**src/rtl/rst_seq_pkg.sv**
```systemverilog
package rst_seq_pkg;

   // Countdown phase of the acknowledge sequencer
   typedef enum logic {
      CD_IDLE = 1'b0,
      CD_RUN  = 1'b1
   } cd_state_e;

   // Fewest flops allowed in any reset-release chain
   localparam int MIN_SYNC_STAGES = 2;

   // Widest countdown field supported
   localparam int MAX_CNT_W = 32;

endpackage

```
**src/rtl/rst_sync.sv**
```systemverilog
module rst_sync #(
   parameter int STAGES = 2
) (
   input  logic clk,
   input  logic arst_n,
   output logic rst_n_o
);
   import rst_seq_pkg::*;

   if (STAGES < MIN_SYNC_STAGES) begin : g_bad_stages
      $error("rst_sync: STAGES below minimum");
   end

   logic [STAGES-1:0] chain;

   always_ff @(posedge clk or negedge arst_n) begin
      if (!arst_n) chain <= '0;
      else         chain <= {chain[STAGES-2:0], 1'b1};
   end

   assign rst_n_o = chain[STAGES-1];


   rel_after_src_chk: assert property (@(posedge clk) disable iff (!arst_n)
      $rose(rst_n_o) |-> $past(arst_n));

endmodule

```
**src/rtl/ack_countdown.sv**
```systemverilog
module ack_countdown #(
   parameter int CNT_W  = 8,
   parameter int STAGES = 2
) (
   input  logic             clk,
   input  logic             lvl_in,
   input  logic [CNT_W-1:0] reload,
   output logic             ack_o
);
   import rst_seq_pkg::*;

   if (CNT_W < 1 || CNT_W > MAX_CNT_W) begin : g_bad_cnt
      $error("ack_countdown: CNT_W out of range");
   end
   if (STAGES < MIN_SYNC_STAGES) begin : g_bad_stages
      $error("ack_countdown: STAGES below minimum");
   end

   // Power-up values: reset seen as asserted and already acknowledged
   logic [STAGES-1:0] smp   = '0;
   logic              last  = 1'b0;
   logic [CNT_W-1:0]  cnt   = '0;
   cd_state_e         st    = CD_IDLE;
   logic              ack_q = 1'b0;
   logic              lvl;
   logic              moved;

   assign lvl   = smp[STAGES-1];
   assign moved = (lvl != last);

   always_ff @(posedge clk) begin
      smp  <= {smp[STAGES-2:0], lvl_in};
      last <= lvl;
      if (moved) begin
         cnt <= reload;
         st  <= CD_RUN;
      end else if (st == CD_RUN) begin
         if (cnt == '0) begin
            ack_q <= lvl;
            st    <= CD_IDLE;
         end else begin
            cnt <= cnt - 1'b1;
         end
      end
   end

   assign ack_o = ack_q;


   hold_while_counting_chk: assert property (@(posedge clk)
      (st == CD_RUN && cnt != '0 && !moved) |=> $stable(ack_q));


   hold_while_idle_chk: assert property (@(posedge clk)
      (st == CD_IDLE && !moved) |=> $stable(ack_q));


   ack_takes_settled_chk: assert property (@(posedge clk)
      !$stable(ack_q) |-> (ack_q == $past(lvl)));

endmodule

```
**src/rtl/sw_run_reg.sv**
```systemverilog
module sw_run_reg (
   input  logic clk,
   input  logic rst_n,
   input  logic wr_en,
   input  logic wr_data,
   output logic run_o
);
   logic run_q;

   always_ff @(posedge clk or negedge rst_n) begin
      if (!rst_n)     run_q <= 1'b0;
      else if (wr_en) run_q <= wr_data;
   end

   assign run_o = run_q;


   write_lands_chk: assert property (@(posedge clk) disable iff (!rst_n)
      wr_en |=> (run_o == $past(wr_data)));

endmodule

```
**src/rtl/traffic_gate.sv**
```systemverilog
module traffic_gate #(
   parameter bit GATE_REG = 1'b1
) (
   input  logic clk,
   input  logic core_rst_n,
   output logic tx_pass,
   output logic rx_pass
);
   logic open_q;

   if (GATE_REG) begin : g_reg
      always_ff @(posedge clk or negedge core_rst_n) begin
         if (!core_rst_n) open_q <= 1'b0;
         else             open_q <= 1'b1;
      end
   end else begin : g_comb
      assign open_q = core_rst_n;
   end

   assign tx_pass = open_q;
   assign rx_pass = open_q;


   gate_closed_chk: assert property (@(posedge clk)
      !core_rst_n |-> (!tx_pass && !rx_pass));

endmodule

```
**src/rtl/pkt_core_rst_seq.sv**
```systemverilog
module pkt_core_rst_seq #(
   parameter int CNT_W       = 8,
   parameter int SYNC_STAGES = 2,
   parameter bit GATE_REG    = 1'b1
) (
   input  logic             clk,
   input  logic             cold_rst_n,
   input  logic             csr_arst_n,
   input  logic             strm_arst_n,
   input  logic [CNT_W-1:0] ack_delay,
   input  logic             sw_wr_en,
   input  logic             sw_wr_data,
   output logic             cold_ack_n,
   output logic             csr_rst_n,
   output logic             strm_rst_n,
   output logic             core_rst_n,
   output logic             sw_run,
   output logic             tx_pass,
   output logic             rx_pass
);
   localparam int N_DOM   = 2;
   localparam int DOM_CSR = 0;
   localparam int DOM_STR = 1;

   logic [N_DOM-1:0] dom_src_n;
   logic [N_DOM-1:0] dom_out_n;

   assign dom_src_n[DOM_CSR] = cold_rst_n & csr_arst_n;
   assign dom_src_n[DOM_STR] = cold_rst_n & strm_arst_n;

   for (genvar d = 0; d < N_DOM; d++) begin : g_dom
      rst_sync #(.STAGES(SYNC_STAGES)) u_sync (
         .clk     (clk),
         .arst_n  (dom_src_n[d]),
         .rst_n_o (dom_out_n[d])
      );
   end

   assign csr_rst_n  = dom_out_n[DOM_CSR];
   assign strm_rst_n = dom_out_n[DOM_STR];

   ack_countdown #(.CNT_W(CNT_W), .STAGES(SYNC_STAGES)) u_ack (
      .clk    (clk),
      .lvl_in (cold_rst_n),
      .reload (ack_delay),
      .ack_o  (cold_ack_n)
   );

   sw_run_reg u_swrun (
      .clk     (clk),
      .rst_n   (csr_rst_n),
      .wr_en   (sw_wr_en),
      .wr_data (sw_wr_data),
      .run_o   (sw_run)
   );

   assign core_rst_n = strm_rst_n & sw_run;

   traffic_gate #(.GATE_REG(GATE_REG)) u_gate (
      .clk        (clk),
      .core_rst_n (core_rst_n),
      .tx_pass    (tx_pass),
      .rx_pass    (rx_pass)
   );


   run_kept_on_strm_rst_chk: assert property (@(posedge clk) disable iff (!csr_rst_n)
      $fell(strm_rst_n) |=> $stable(sw_run));

endmodule

```
**config.mk**
```make
export PLATFORM = sky130hd
export DESIGN_NAME = pkt_core_rst_seq
export DESIGN_NICKNAME = d
export VERILOG_FILES = /design/src/rtl/rst_seq_pkg.sv /design/src/rtl/rst_sync.sv /design/src/rtl/ack_countdown.sv /design/src/rtl/sw_run_reg.sv /design/src/rtl/traffic_gate.sv /design/src/rtl/pkt_core_rst_seq.sv
export SDC_FILE = /design/constraint.sdc
export NUM_CORES = 1
export LEC_CHECK = 0
export BUFFER_PORTS_ARGS = -buffer_cell sky130_fd_sc_hd__buf_4
export CAP_MARGIN = 20
export CORE_MARGIN = 2
export CORE_UTILIZATION = 40
export DETAILED_ROUTE_END_ITERATION = 10
export SLEW_MARGIN = 20
export SYNTH_ARGS = -nofsm -noshare
export SYNTH_HDL_FRONTEND = slang
export SYNTH_SLANG_ARGS = --single-unit
```
**constraint.sdc**
```tcl
create_clock -name clk -period 0.8 [get_ports clk]
set_input_delay 0.12 -clock clk [delete_from_list [all_inputs] [get_ports clk]]
set_output_delay 0.12 -clock clk [all_outputs]
set_load 0.01 [all_outputs]
```
Yosys cells after proc, flatten, opt, wreduce, memory -nomap -nowiden --
Index checks and enable logic that the tools add are counted.
Word-level totals: output and inout bits 7, logic and storage cells 25, bits of input ports 14, register bits after elaboration 19
Operators by class: bitwise gates (word level) 4, equality and inequality tests 2, multiplexer cells 5, $add $sub $neg 1, reduce and logical (&&, ||, !) cells 4
Operators by type and width (number):
- two-way mux 8 bit | 3
- zero test 8 bit | 1
- subtractor 8 x 1 -> 8 bit, second input constant | 1
- AND 1 bit | 3
- AND reduction 3 bit | 1
- two-way mux 1 bit | 2
- != test 2 x 1 -> 1 bit, second input constant | 1
- AND reduction 2 bit | 1
- nonzero test 2 bit | 1
- != test 1 bit | 1
- inverter 1 bit | 1

Logic depth before layout (Yosys ltp) --
Gate-level depths: netlist of the first run.
depth after elaboration 4, gate-level depth with buffers 5

Modules after synthesis --
From an unflattened synthesis of the first run, not the netlist that was laid out.
Second synthesis, totals: cells, all modules 69, area, all modules 819.5 um^2
By module, submodules not included:
- ack_countdown | times used 1, area each 616.8 um^2, cells each 55
- rst_sync | times used 2, area each 53.8 um^2, cells each 3
- sw_run_reg | times used 1, area each 40.0 um^2, cells each 2
- traffic_gate | times used 1, area each 36.3 um^2, cells each 3
- pkt_core_rst_seq | times used 1, area each 18.8 um^2, cells each 3

Worst setup path before layout of the first run --
No wires, ideal clock.
kind reg2reg, start register u_ack.cnt[3], end register u_ack.cnt[0], enable pin, setup slack -1199 ps, library setup time 275 ps, data required time 525 ps, stages on the path, launching flop included 4, arrival time 1724 ps, period minus slack after synthesis 1999 ps, cell sequence edfxtp_1 -> or4_4 -> or4b_4 -> a21o_1
On the way: longest elaborated chain between the ends 3
Ends and longest elaborated chain:
- from (decl) | RTL line ack_countdown.sv:22 | logic [CNT_W-1:0] cnt = '0;
- from (signal assigned) | RTL line ack_countdown.sv:35 | cnt <= reload;
- from (signal assigned) | RTL line ack_countdown.sv:42 | cnt <= cnt - 1'b1;
- zero test 8 bit | RTL line ack_countdown.sv:38 | if (cnt == '0) begin
- != test 2 x 1 -> 1 bit (no source line)
- AND reduction 2 bit (no source line)
Every way passes these cells. A chain may end at the register's enable or synchronous reset.

Worst setup path after layout of the first run --
start register u_ack.cnt[6], end register u_ack.cnt[2], enable pin
The elaborated chain is that of the path after synthesis.

==> key figures, run 1 <==
Detailed routing
  – Antenna viol nets, final: 0
  – DRT iter0 DRCs: 6
  – Vias per cell: 4.66
  – Drt drc: 0
  – Vias post-DR: 662
  – First-pass DRT Iterations: 4
  – Final wirelength: 1700 µm
  – Wire length per cell: 12.0 µm

Placement
  – Placed Area: 1130 µm²
  – GPL Wtd Cong: 0.740
  – I/O Buffers: 20
  – Hpwl dp: 1230 µm

Global routing
  – First-pass GRT wire length: 2920 µm
  – Grt total ovfl: 0
  – Initial antenna violation count: 0
  – Gr usage total: 16.0%
  – Vias in the first global route: 697
  – Largest net degree at the start of global routing: 12

Synthesis
  – Synth top cells by count: edfxtp_1, dfrtp_1, nor2_1, o21ai_0, a31oi_1
  – Count leader, synth: edfxtp_1
  – Synth Cell Area: 805 µm²
  – Synth Area per Inst: 12.0 µm²
  – EDFF count, synth: 9
  – Warnings from Yosys: 0
  – Seq/Total Area, Yosys: 62.2%
  – Gate Count Post-Synth: 67
  – Cell variety after synth: 25
  – Main flop type after synthesis: edfxtp_1
  – Yosys top cell area share: 33.6%
  – Async SR Flop Fraction: 31.6%
  – Synth area leader: edfxtp_1
  – Top cells by area, synth: edfxtp_1, dfrtp_1, dfxtp_1, a31oi_1, o21ai_0
  – Synth Register Bits: 19

Timing
  – Setup violators final: 25
  – RSZ-0062 raised after global routing: yes
  – Final hold vios: 0
  – PnR worst setup slack: -1.13 ns
  – Max-slew violations: 0
  – Clock skew: 0.0117 ns
  – Peak Freq: 0.518 GHz
  – Period utilisation layout: 241%
  – Fin crit period: 1.93 ns

Outcome
  – Violated checks: negative setup slack
  – Run status: finished with violations

Cells and area
  – Layout area overhead: 68.7%
  – Layout cells sized above 1: 56.5%
  – Multi-input logic area: 390 µm²
  – FF+latch area: 508 µm²
  – Fill cells: 153
  – Post-route cell area: 1360 µm²
  – NumNets Final: 132
  – Number of diodes: 0

Die
  – FP Rows: 16
  – Initial core utilization: 41.9%
  – Die area: 2390 µm²
  – Die height: 48.8 µm
  – Die X: 48.8 µm
  – I/O pin total: 21
  – Core Region: 1920 µm²

Setup path
  – Crit path kind: flop to flop
  – Critical R2R Launch: u_ack.cnt[6]
  – Crit path max fanout: 8
  – Critical Path End Type: flop
  – Crit path required time: 0.84 ns
  – Critical Path AT: 1.97 ns
  – Crit path from: u_ack.cnt[6]
  – Startpoint Class: flop

Clock tree
  – Clock Tree Buf Depth: 2
  – Reg clk slew, reported paths: 0.11 ns
  – CTS tree: built
  – Cts bufs inserted: 3
  – Skew-Pair Late Insertion Delay: 0.29 ns
  – Clk sinks: 19
  – Max H-tree Level: 1
  – Root Driver: clkbuf_4

Worst hold path
  – Tightest Hold Check Type: input pin to flop
  – Hold path startpoint: sw_wr_data

Pwr
  – Power density over the cells: 1910 nW/µm²
  – Overall Power: 2.60 mW
  – Pleak: 0.576 nW
  – Worst VDD drop: 0.00128 V

Run
  – Max Cap Viol: 0
per-stage QoR:
stage	instances	utilization, %	worst slack, ns	hold slack [ns]	setup TNS [ns]
CTS	139	68.6	-1.13	0.0498	-17.39
finish	142	70.6	-1.13	0.0566	-17.46
global route	142	70.6	-1.17	0.0589	-18.67
global placement	127	58.6	-1.13	0.0115	-15.76
detailed placement	127	58.6	-1.14	0.0132	-16.01
floorplan	69	-	-1.15	-0.0737	-15.10
sequential cells by signal, summed over array words and instances, names as in the netlist:
| signal | cells |
|---|---|
| u_ack.cnt | 8 |
| g_dom.u_sync.chain | 4 |
| u_ack.smp | 2 |
| u_ack.ack_o | 1 |
| u_ack.last | 1 |
| u_ack.st | 1 |
| u_gate.rx_pass | 1 |
| u_swrun.run_o | 1 |
per-layer routing:
metal	part of all wire, %	up-vias	GRT usage, %
met5	0	-	0
met4	0.53	0	6.19
met2	52	14	28.3
met1	43	314	18.8
met3	4.2	2	3.68
li1	-	332	-
cells by family after synthesis:
kind of cell / after synthesis / share of synthesized area (%)
multiplexers: 1 / 1.40
buffers and inverters: 4 / 2.33
AND/OR/NAND/NOR: 23 / 16.8
adder cells (fa/ha/maj): 2 / 3.11
flip-flops: 19 / 62.2
AO/OA/AOI/OAI: 14 / 10.4
XOR/XNOR: 3 / 3.27
other: 1 / 0.466
where the power goes:
group | switching, mW | internal [mW]
sequential | 0.0871 | 1.16
clock | 0.275 | 0.185
combinational | 0.353 | 0.539
layout by cell type (no fill, tap or decap), types with 4 or more instances in the layout:
| cell type | netlist | routed |
|---|---|---|
| a31oi_1 | 5 | 4 |
| buf_4 | 1 | 27 |
| buf_6 | 0 | 14 |
| dfrtp_1 | 6 | 6 |
| edfxtp_1 | 9 | 9 |
| nand2_1 | 4 | 4 |
| nor2_1 | 6 | 5 |
area by class of cell:
| cell class | instances | share of cell area (%) |
|---|---|---|
| Timing Repair Buffer | 44 | 28.8 |
| Multi-Input combinational cell | 46 | 28.8 |
| Clock buffer | 3 | 1.66 |
| Tap cell | 27 | 2.49 |
| Sequential cell | 19 | 37.4 |
| Clock inverter | 1 | 0.369 |
| Inverter | 2 | 0.553 |
path summary, 6_finish.rpt:
kind | endpoint | slack [ns] | depth (start not counted)
min | u_swrun.run_o | 0.06 | 2
min reg2reg | u_swrun.run_o | 0.16 | 1
max | u_ack.cnt[2] | -1.13 | 3
max reg2reg | u_ack.cnt[2] | -1.13 | 3
max in group asynchronous | u_gate.rx_pass | 0.32 | 3
min in group asynchronous | u_swrun.run_o | 0.16 | 1
critical path, cell delays in order, from the launching register on:
cell      delay (ns)
edfxtp_1        0.39
or4_4           0.54
or4b_4          0.50
a21o_4          0.26
repair_timing:
item                       4_1_cts  5_1_grt
setup buffers                    5        3
hold buffers                     3        0
hold endpoints to repair         5        0
pin swaps                       10        5
gates resized for setup         24        4
setup endpoints to repair       25       26
No activity file was read; power rests on OpenSTA's default activity.
==> run 2, diff against run 1 <==
ABC_AREA = 1   (was unset)
==> key figures, run 2 <==
Timing
  – Final hold vios: 0 (unchanged)
  – Fin crit period: 1.37 ns (-0.559 ns)
  – Peak Freq: 0.729 GHz (+41%)
  – PnR worst setup slack: -0.572 ns (+0.559 ns)
  – Post-route setup TNS: -10.16 ns (+7.30 ns)
  – Clock skew: 0.00548 ns (-0.00624 ns)
  – Max-slew violations: 0 (unchanged)
  – Period utilisation layout: 171% (-70 points)
  – RSZ-0062 raised after global routing: yes
  – Final hold slack: 0.0528 ns (-0.00378 ns)
  – Setup violators final: 25 (unchanged)

Global routing
  – Gr usage total: 17.7% (+1.7 points)
  – Vias in the first global route: 828 (+19%)
  – Initial antenna violation count: 0 (unchanged)
  – First-pass GRT wire length: 3330 µm (+14%)
  – Grt total ovfl: 0 (unchanged)
  – Largest net degree at the start of global routing: 12 (unchanged)

Cells and area
  – Top Registers: u_ack.cnt x8, g_dom.u_sync.chain x4, u_ack.smp x2
  – Reg with most FFs: u_ack.cnt
  – Final core occ: 72.3% (+1.6 points)
  – Commonest non-fill, non-tap cell in the layout: buf_4
  – Number of diodes: 0 (unchanged)
  – Max reg flops: 8 (unchanged)
  – Commonest cells after routing, fill and taps aside: buf_4, nand2_1, buf_6
  – Layout area overhead: 68.0%
  – NumNets Final: 160 (+21%)
  – Layout cells sized above 1: 60.8% (+4.3 points)
  – Post-route cell area: 1450 µm² (+6.5%)
  – Final std cells w/o fill: 170 (+20%)

Die
  – Initial core utilization: 43.0% (+1.1 points)
  – FP Rows: 16 (unchanged)
  – Die area: 2540 µm² (+6.4%)
  – Die height: 50.4 µm (+3.2%)
  – Die X: 50.4 µm (+3.2%)
  – I/O pin total: 21 (unchanged)
  – Core Region: 2000 µm² (+4.2%)

Clock tree
  – Clock Tree Buf Depth: 2 (unchanged)
  – Root Driver: clkbuf_4
  – Max H-tree Level: 1 (unchanged)
  – Clk sinks: 19 (unchanged)
  – Skew-Pair Late Insertion Delay: 0.30 ns (about the same)
  – Reg clk slew, reported paths: 0.11 ns (about the same)
  – Cts bufs inserted: 3 (unchanged)
  – CTS tree: built

Synthesis
  – Top cells by area, synth: edfxtp_1, dfrtp_1, nand2_1, dfxtp_1, inv_1
  – Synth area leader: edfxtp_1
  – Synth Area per Inst: 9.36 µm² (-22%)
  – Synth Area in Adders: 2.91% (-0.20 points)
  – Cell variety after synth: 21 (-16%)
  – Mux contribution to synthesized area: 1.31% (-0.092 points)
  – Post-Synth XOR/XNOR Area: 1.02% (-2.2 points)
  – Async SR Flop Fraction: 31.6% (unchanged)
  – Gate Count Post-Synth: 92 (+37%)
  – Main flop type after synthesis: edfxtp_1
  – Count leader, synth: nand2_1
  – Main combinational cell family by area after synthesis: simple AND/OR/NAND/NOR gates
  – Synth Register Bits: 19 (unchanged)
  – Synth Area in Compound Gates: 5.38% (-5.0 points)
  – Warnings from Yosys: 0 (unchanged)
  – EDFF count, synth: 9 (unchanged)
  – Synth Cell Area: 861 µm² (+7.0%)
  – Seq/Total Area, Yosys: 58.1% (-4.1 points)
  – Synth top cells by count: nand2_1, inv_1, edfxtp_1, nor2_1
  – Yosys top cell area share: 31.4% (-2.2 points)
  – Post-synthesis simple-gate area fraction: 21.8% (+5.0 points)

Placement
  – Hpwl dp: 1300 µm (+6.1%)
  – DP Cell Count: 154 (+21%)
  – GPL Wtd Cong: 0.741 (about the same)
  – Post-Place Worst Slack: -0.504 ns (+0.636 ns)
  – Placed Area: 1170 µm² (+4.1%)
  – I/O Buffers: 20 (unchanged)

Pwr
  – Pleak: 0.688 nW (+19%)
  – Worst VDD drop: 0.00118 V (-7.9%)
  – Psw: 0.869 mW (+22%)
  – Comb pwr share: 37.1% (+2.7 points)
  – P_int: 1.89 mW (+0.38%)
  – Power density over the cells: 1910 nW/µm² (-0.30%)
  – Clock group share of total power: 17.8% (about the same)
  – Register share of total power: 45.1% (-2.8 points)
  – Switching Share: 31.5% (+4.0 points)
  – Overall Power: 2.76 mW (+6.2%)

Setup path
  – Bufs and invs on worst path: 1 (+1)
  – Worst reg2reg path depth: 6 (+3)
  – Worst path slowest cell: edfxtp_1
  – Crit path required time: 0.87 ns (+0.03 ns)
  – CP dominant cell by count: nand2_2
  – Crit path from: u_ack.cnt[4]
  – Critical Path End Type: flop
  – Critical R2R Launch: u_ack.cnt[4]
  – Startpoint Class: flop
  – Crit-path cells: nor2_2 -> nand2_2 -> inv_2 -> nand4_1 -> nand2_2 -> nand2_4
  – Largest delay share family, worst path: simple AND/OR/NAND/NOR gates
  – Reg-to-reg slack, setup: -0.57 ns (+0.56 ns)
  – Crit path kind: flop to flop
  – Crit path max fanout: 8 (unchanged)
  – CP max stage delay: 0.44 ns (-0.10 ns)
  – RR Endpoint: u_ack.cnt[6]
  – Stages on worst setup path: 6 (+3)
  – Critical Path AT: 1.44 ns (-0.53 ns)
  – Worst Setup EP: u_ack.cnt[6]

Detailed routing
  – Vias per cell: 4.61 (-1.2%)
  – Wire length per cell: 12.0 µm (+0.47%)
  – Vias post-DR: 783 (+18%)
  – First-pass DRT Iterations: 4 (unchanged)
  – Drt drc: 0 (unchanged)
  – DRT iter0 DRCs: 10 (+4)
  – Final wirelength: 2050 µm (+20%)
  – Antenna viol nets, final: 0 (unchanged)

Run
  – Max Cap Viol: 0 (unchanged)

Worst hold path
  – Hold Path Cell Cnt: 2 (unchanged)
  – Tightest Hold Check Type: input pin to flop

Outcome
  – Violated checks: negative setup slack
  – Run status: finished with violations
## run 2: worst min path at each step
stage | from | endpoint | slack, ns
2_1_floorplan | csr_arst_n | g_dom[0].u_sync.chain[0] | -0.10
3_3_place_gp | csr_arst_n | g_dom[0].u_sync.chain[0] | -0.01
3_5_place_dp | csr_arst_n | g_dom[0].u_sync.chain[1] | -0.008
4_1_cts | sw_wr_data | u_swrun.run_o | 0.04
5_1_grt | sw_wr_data | u_swrun.run_o | 0.04
6_report | sw_wr_data | u_swrun.run_o | 0.05
## run 2: what timing repair did
item / 4_1_cts / 5_1_grt
endpoints found under the setup margin: 25 / 26
buffers inserted: 6 / 3
resized for setup: 28 / 16
hold buffers: 3 / 0
hold endpoints to repair: 5 / 0
pin swaps: 19 / 15
## run 2: worst register-to-register path: cells and delay by family (launching register included)
kind / cells / cell delay (ns)
flip-flops: 1 / 0.44
AND/OR/NAND/NOR: 5 / 0.63
buffers and inverters: 1 / 0.06
## run 2: power groups by stage
stage	combinational [mW]	sequential, mW	clock, mW
final	1.02	1.24	0.491
after global routing	1.12	1.25	0.550
after CTS	0.885	1.23	0.508
after detailed placement	0.657	1.25	0
after global placement	0.642	1.24	0
after floorplan	0.342	1.24	0
## run 2: final cells by class
class,instances,area [µm²]
Fill cell,156,556
Sequential cell,19,505
Multi-Input combinational cell,59,420
Timing Repair Buffer,47,402
Inverter,14,57.6
Tap cell,27,33.8
Clock buffer,3,22.5
Clock inverter,1,5.00
## run 2: metal layers
layer  wire length, µm  global-route usage, %
met1               834                   18.5
met2              1100                   33.8
met3                65                   3.57
met4                44                   7.21
met5                 0                      0
## run 2: cell families (layout without fill, tap and decap cells)
logic type      Yosys count  count (layout)
buf+inv                  16              65
simple gates             44              44
fa+ha+maj                 2               2
xor+xnor                  1               1
flops                    19              19
other cells               1               3
compound gates            8               8
mux                       1               1
==> run 3, diff against run 2 <==
clock period = 1.5 ns   (was 0.8 ns; I/O delays follow)
==> key figures, run 3 (synthesis gave the netlist of run 2 again) <==
Clock tree
  – Max H-tree Level: 1 (unchanged)
  – CTS tree: built
  – Reg clk slew, reported paths: 0.11 ns (about the same)
  – Clk sinks: 19 (unchanged)
  – Clock Tree Buf Depth: 2 (unchanged)
  – Root Driver: clkbuf_4
  – Skew-Pair Late Insertion Delay: 0.30 ns (about the same)
  – Cts bufs inserted: 3 (unchanged)

Timing
  – Period utilisation layout: 91.0% (-80 points)
  – Fin crit period: 1.37 ns (-0.00626 ns)
  – Final hold vios: 0 (unchanged)
  – Post-route setup TNS: 0 ns (+10.16 ns)
  – RSZ-0062 raised after global routing: no
  – Max-slew violations: 0 (unchanged)
  – Setup violators final: 0 (-100%)
  – Peak Freq: 0.732 GHz (+0.46%)
  – Clock skew: 0.00779 ns (+0.00231 ns)

Cells and area
  – Commonest cells after routing, fill and taps aside: nand2_1, buf_4, inv_1
  – Final std cells w/o fill: 148 (-13%)
  – Number of diodes: 0 (unchanged)
  – Fill cells: 195 (+25%)
  – NumNets Final: 138 (-14%)
  – Layout area overhead: 28.9%
  – Layout cells sized above 1: 27.3% (-34 points)
  – Commonest non-fill, non-tap cell in the layout: nand2_1
  – Final core occ: 55.4% (-17 points)
  – Top Registers: u_ack.cnt x8, g_dom.u_sync.chain x4, u_ack.smp x2
  – Max reg flops: 8 (unchanged)
  – Reg with most FFs: u_ack.cnt

Global routing
  – First-pass GRT wire length: 2750 µm (-17%)
  – Initial antenna violation count: 0 (unchanged)
  – Grt total ovfl: 0 (unchanged)
  – Vias in the first global route: 651 (-21%)
  – Gr usage total: 14.7% (-3.0 points)
  – Largest net degree at the start of global routing: 12 (unchanged)

Setup path
  – Crit path max fanout: 8 (unchanged)
  – Crit path kind: flop to flop
  – Startpoint Class: flop
  – Critical Path End Type: flop
  – Crit path required time: 1.53 ns (+0.66 ns)
  – Critical Path AT: 1.40 ns (-0.04 ns)

Pwr
  – Worst VDD drop: 0.000595 V (-50%)
  – Pleak: 0.554 nW (-19%)
  – Power density over the cells: 1050 nW/µm² (-45%)

Detailed routing
  – DRT iter0 DRCs: 6 (-4)
  – Final wirelength: 1570 µm (-23%)
  – Wire length per cell: 10.6 µm (-12%)
  – Antenna viol nets, final: 0 (unchanged)
  – First-pass DRT Iterations: 3 (-1)
  – Drt drc: 0 (unchanged)
  – Vias per cell: 4.38 (-4.9%)
  – Vias post-DR: 648 (-17%)

Die
  – I/O pin total: 21 (unchanged)
  – FP Rows: 16 (unchanged)
  – Die X: 50.4 µm (unchanged)
  – Core Region: 2000 µm² (unchanged)
  – Die height: 50.4 µm (unchanged)
  – Initial core utilization: 43.0% (unchanged)
  – Die area: 2540 µm² (unchanged)

Run
  – Max Cap Viol: 0 (unchanged)

Placement
  – Hpwl dp: 1200 µm (-7.9%)
  – DP Cell Count: 140 (-9.1%)
  – I/O Buffers: 20 (unchanged)
  – GPL Wtd Cong: 0.760 (+2.6%)

Outcome
  – Run status: completed

Worst hold path
  – Tightest Hold Check Type: flop to async pin
[run 3: layer usage]
metal / track usage (%) / share of wire (%)
met4: 5.41 / 0
met5: 0 / 0
met1: 18.8 / 48
met3: 3.57 / 3.4
met2: 23.9 / 49
[run 3: worst paths after layout]
kind,from,endpoint,slack [ns],depth (start not counted)
min,g_dom[0].u_sync.chain[1],u_swrun.run_o,0.03,0
max reg2reg,u_ack.cnt[3],u_ack.cnt[2],0.13,6
max in group asynchronous,cold_rst_n,g_dom[0].u_sync.chain[1],0.48,5
max,u_ack.cnt[3],u_ack.cnt[2],0.13,6
min in group clk,sw_wr_data,u_swrun.run_o,0.16,2
min reg2reg,g_dom[0].u_sync.chain[1],u_swrun.run_o,0.03,0
[run 3: what timing repair did]
item,CTS,global route
endpoints found under the setup margin,0,10
setup buffers,0,0
gates resized for setup,0,3
hold endpoints to repair,4,0
hold buffers,4,0
[run 3: critical path, cell delays in order (launching register included)]
cell and delay, ns:
edfxtp_1 0.42, nor2_1 0.15, nand2_1 0.10, inv_1 0.08, nand4_1 0.09, nand2_1 0.11, nand2_2 0.14
[run 3: power by group]
part | internal, mW | switching (mW)
registers | 0.617 | 0.0316
logic | 0.113 | 0.144
clock network | 0.0993 | 0.160
[run 3: metrics by stage]
| step | cell area, µm² | setup WS [ns] | power [mW] | hold WS, ns |
|---|---|---|---|---|
| 2_1_floorplan | 868 | 0.213 | 0.823 | 0.00345 |
| 3_3_place_gp | 1040 | 0.0873 | 0.902 | 0.0111 |
| 3_5_place_dp | 1040 | 0.0510 | 0.910 | 0.0210 |
| 4_1_cts | 1100 | 0.0366 | 1.17 | 0.0323 |
| 5_1_grt | 1110 | 0.0000207 | 1.25 | 0.0405 |
| 6_report | 1110 | 0.134 | 1.16 | 0.0274 |
[run 3: layout make-up]
class                   instances  area [µm²]  share of cell area, %
repair buffers                 25         198                   17.8
flip-flops and latches         19         500                   45.1
well taps                      27        33.8                   3.04
inverters                      14        55.1                   4.96
clock inverters                 1        5.00                  0.451
multi-input cells              59         295                   26.6
clock buffers                   3        22.5                   2.03
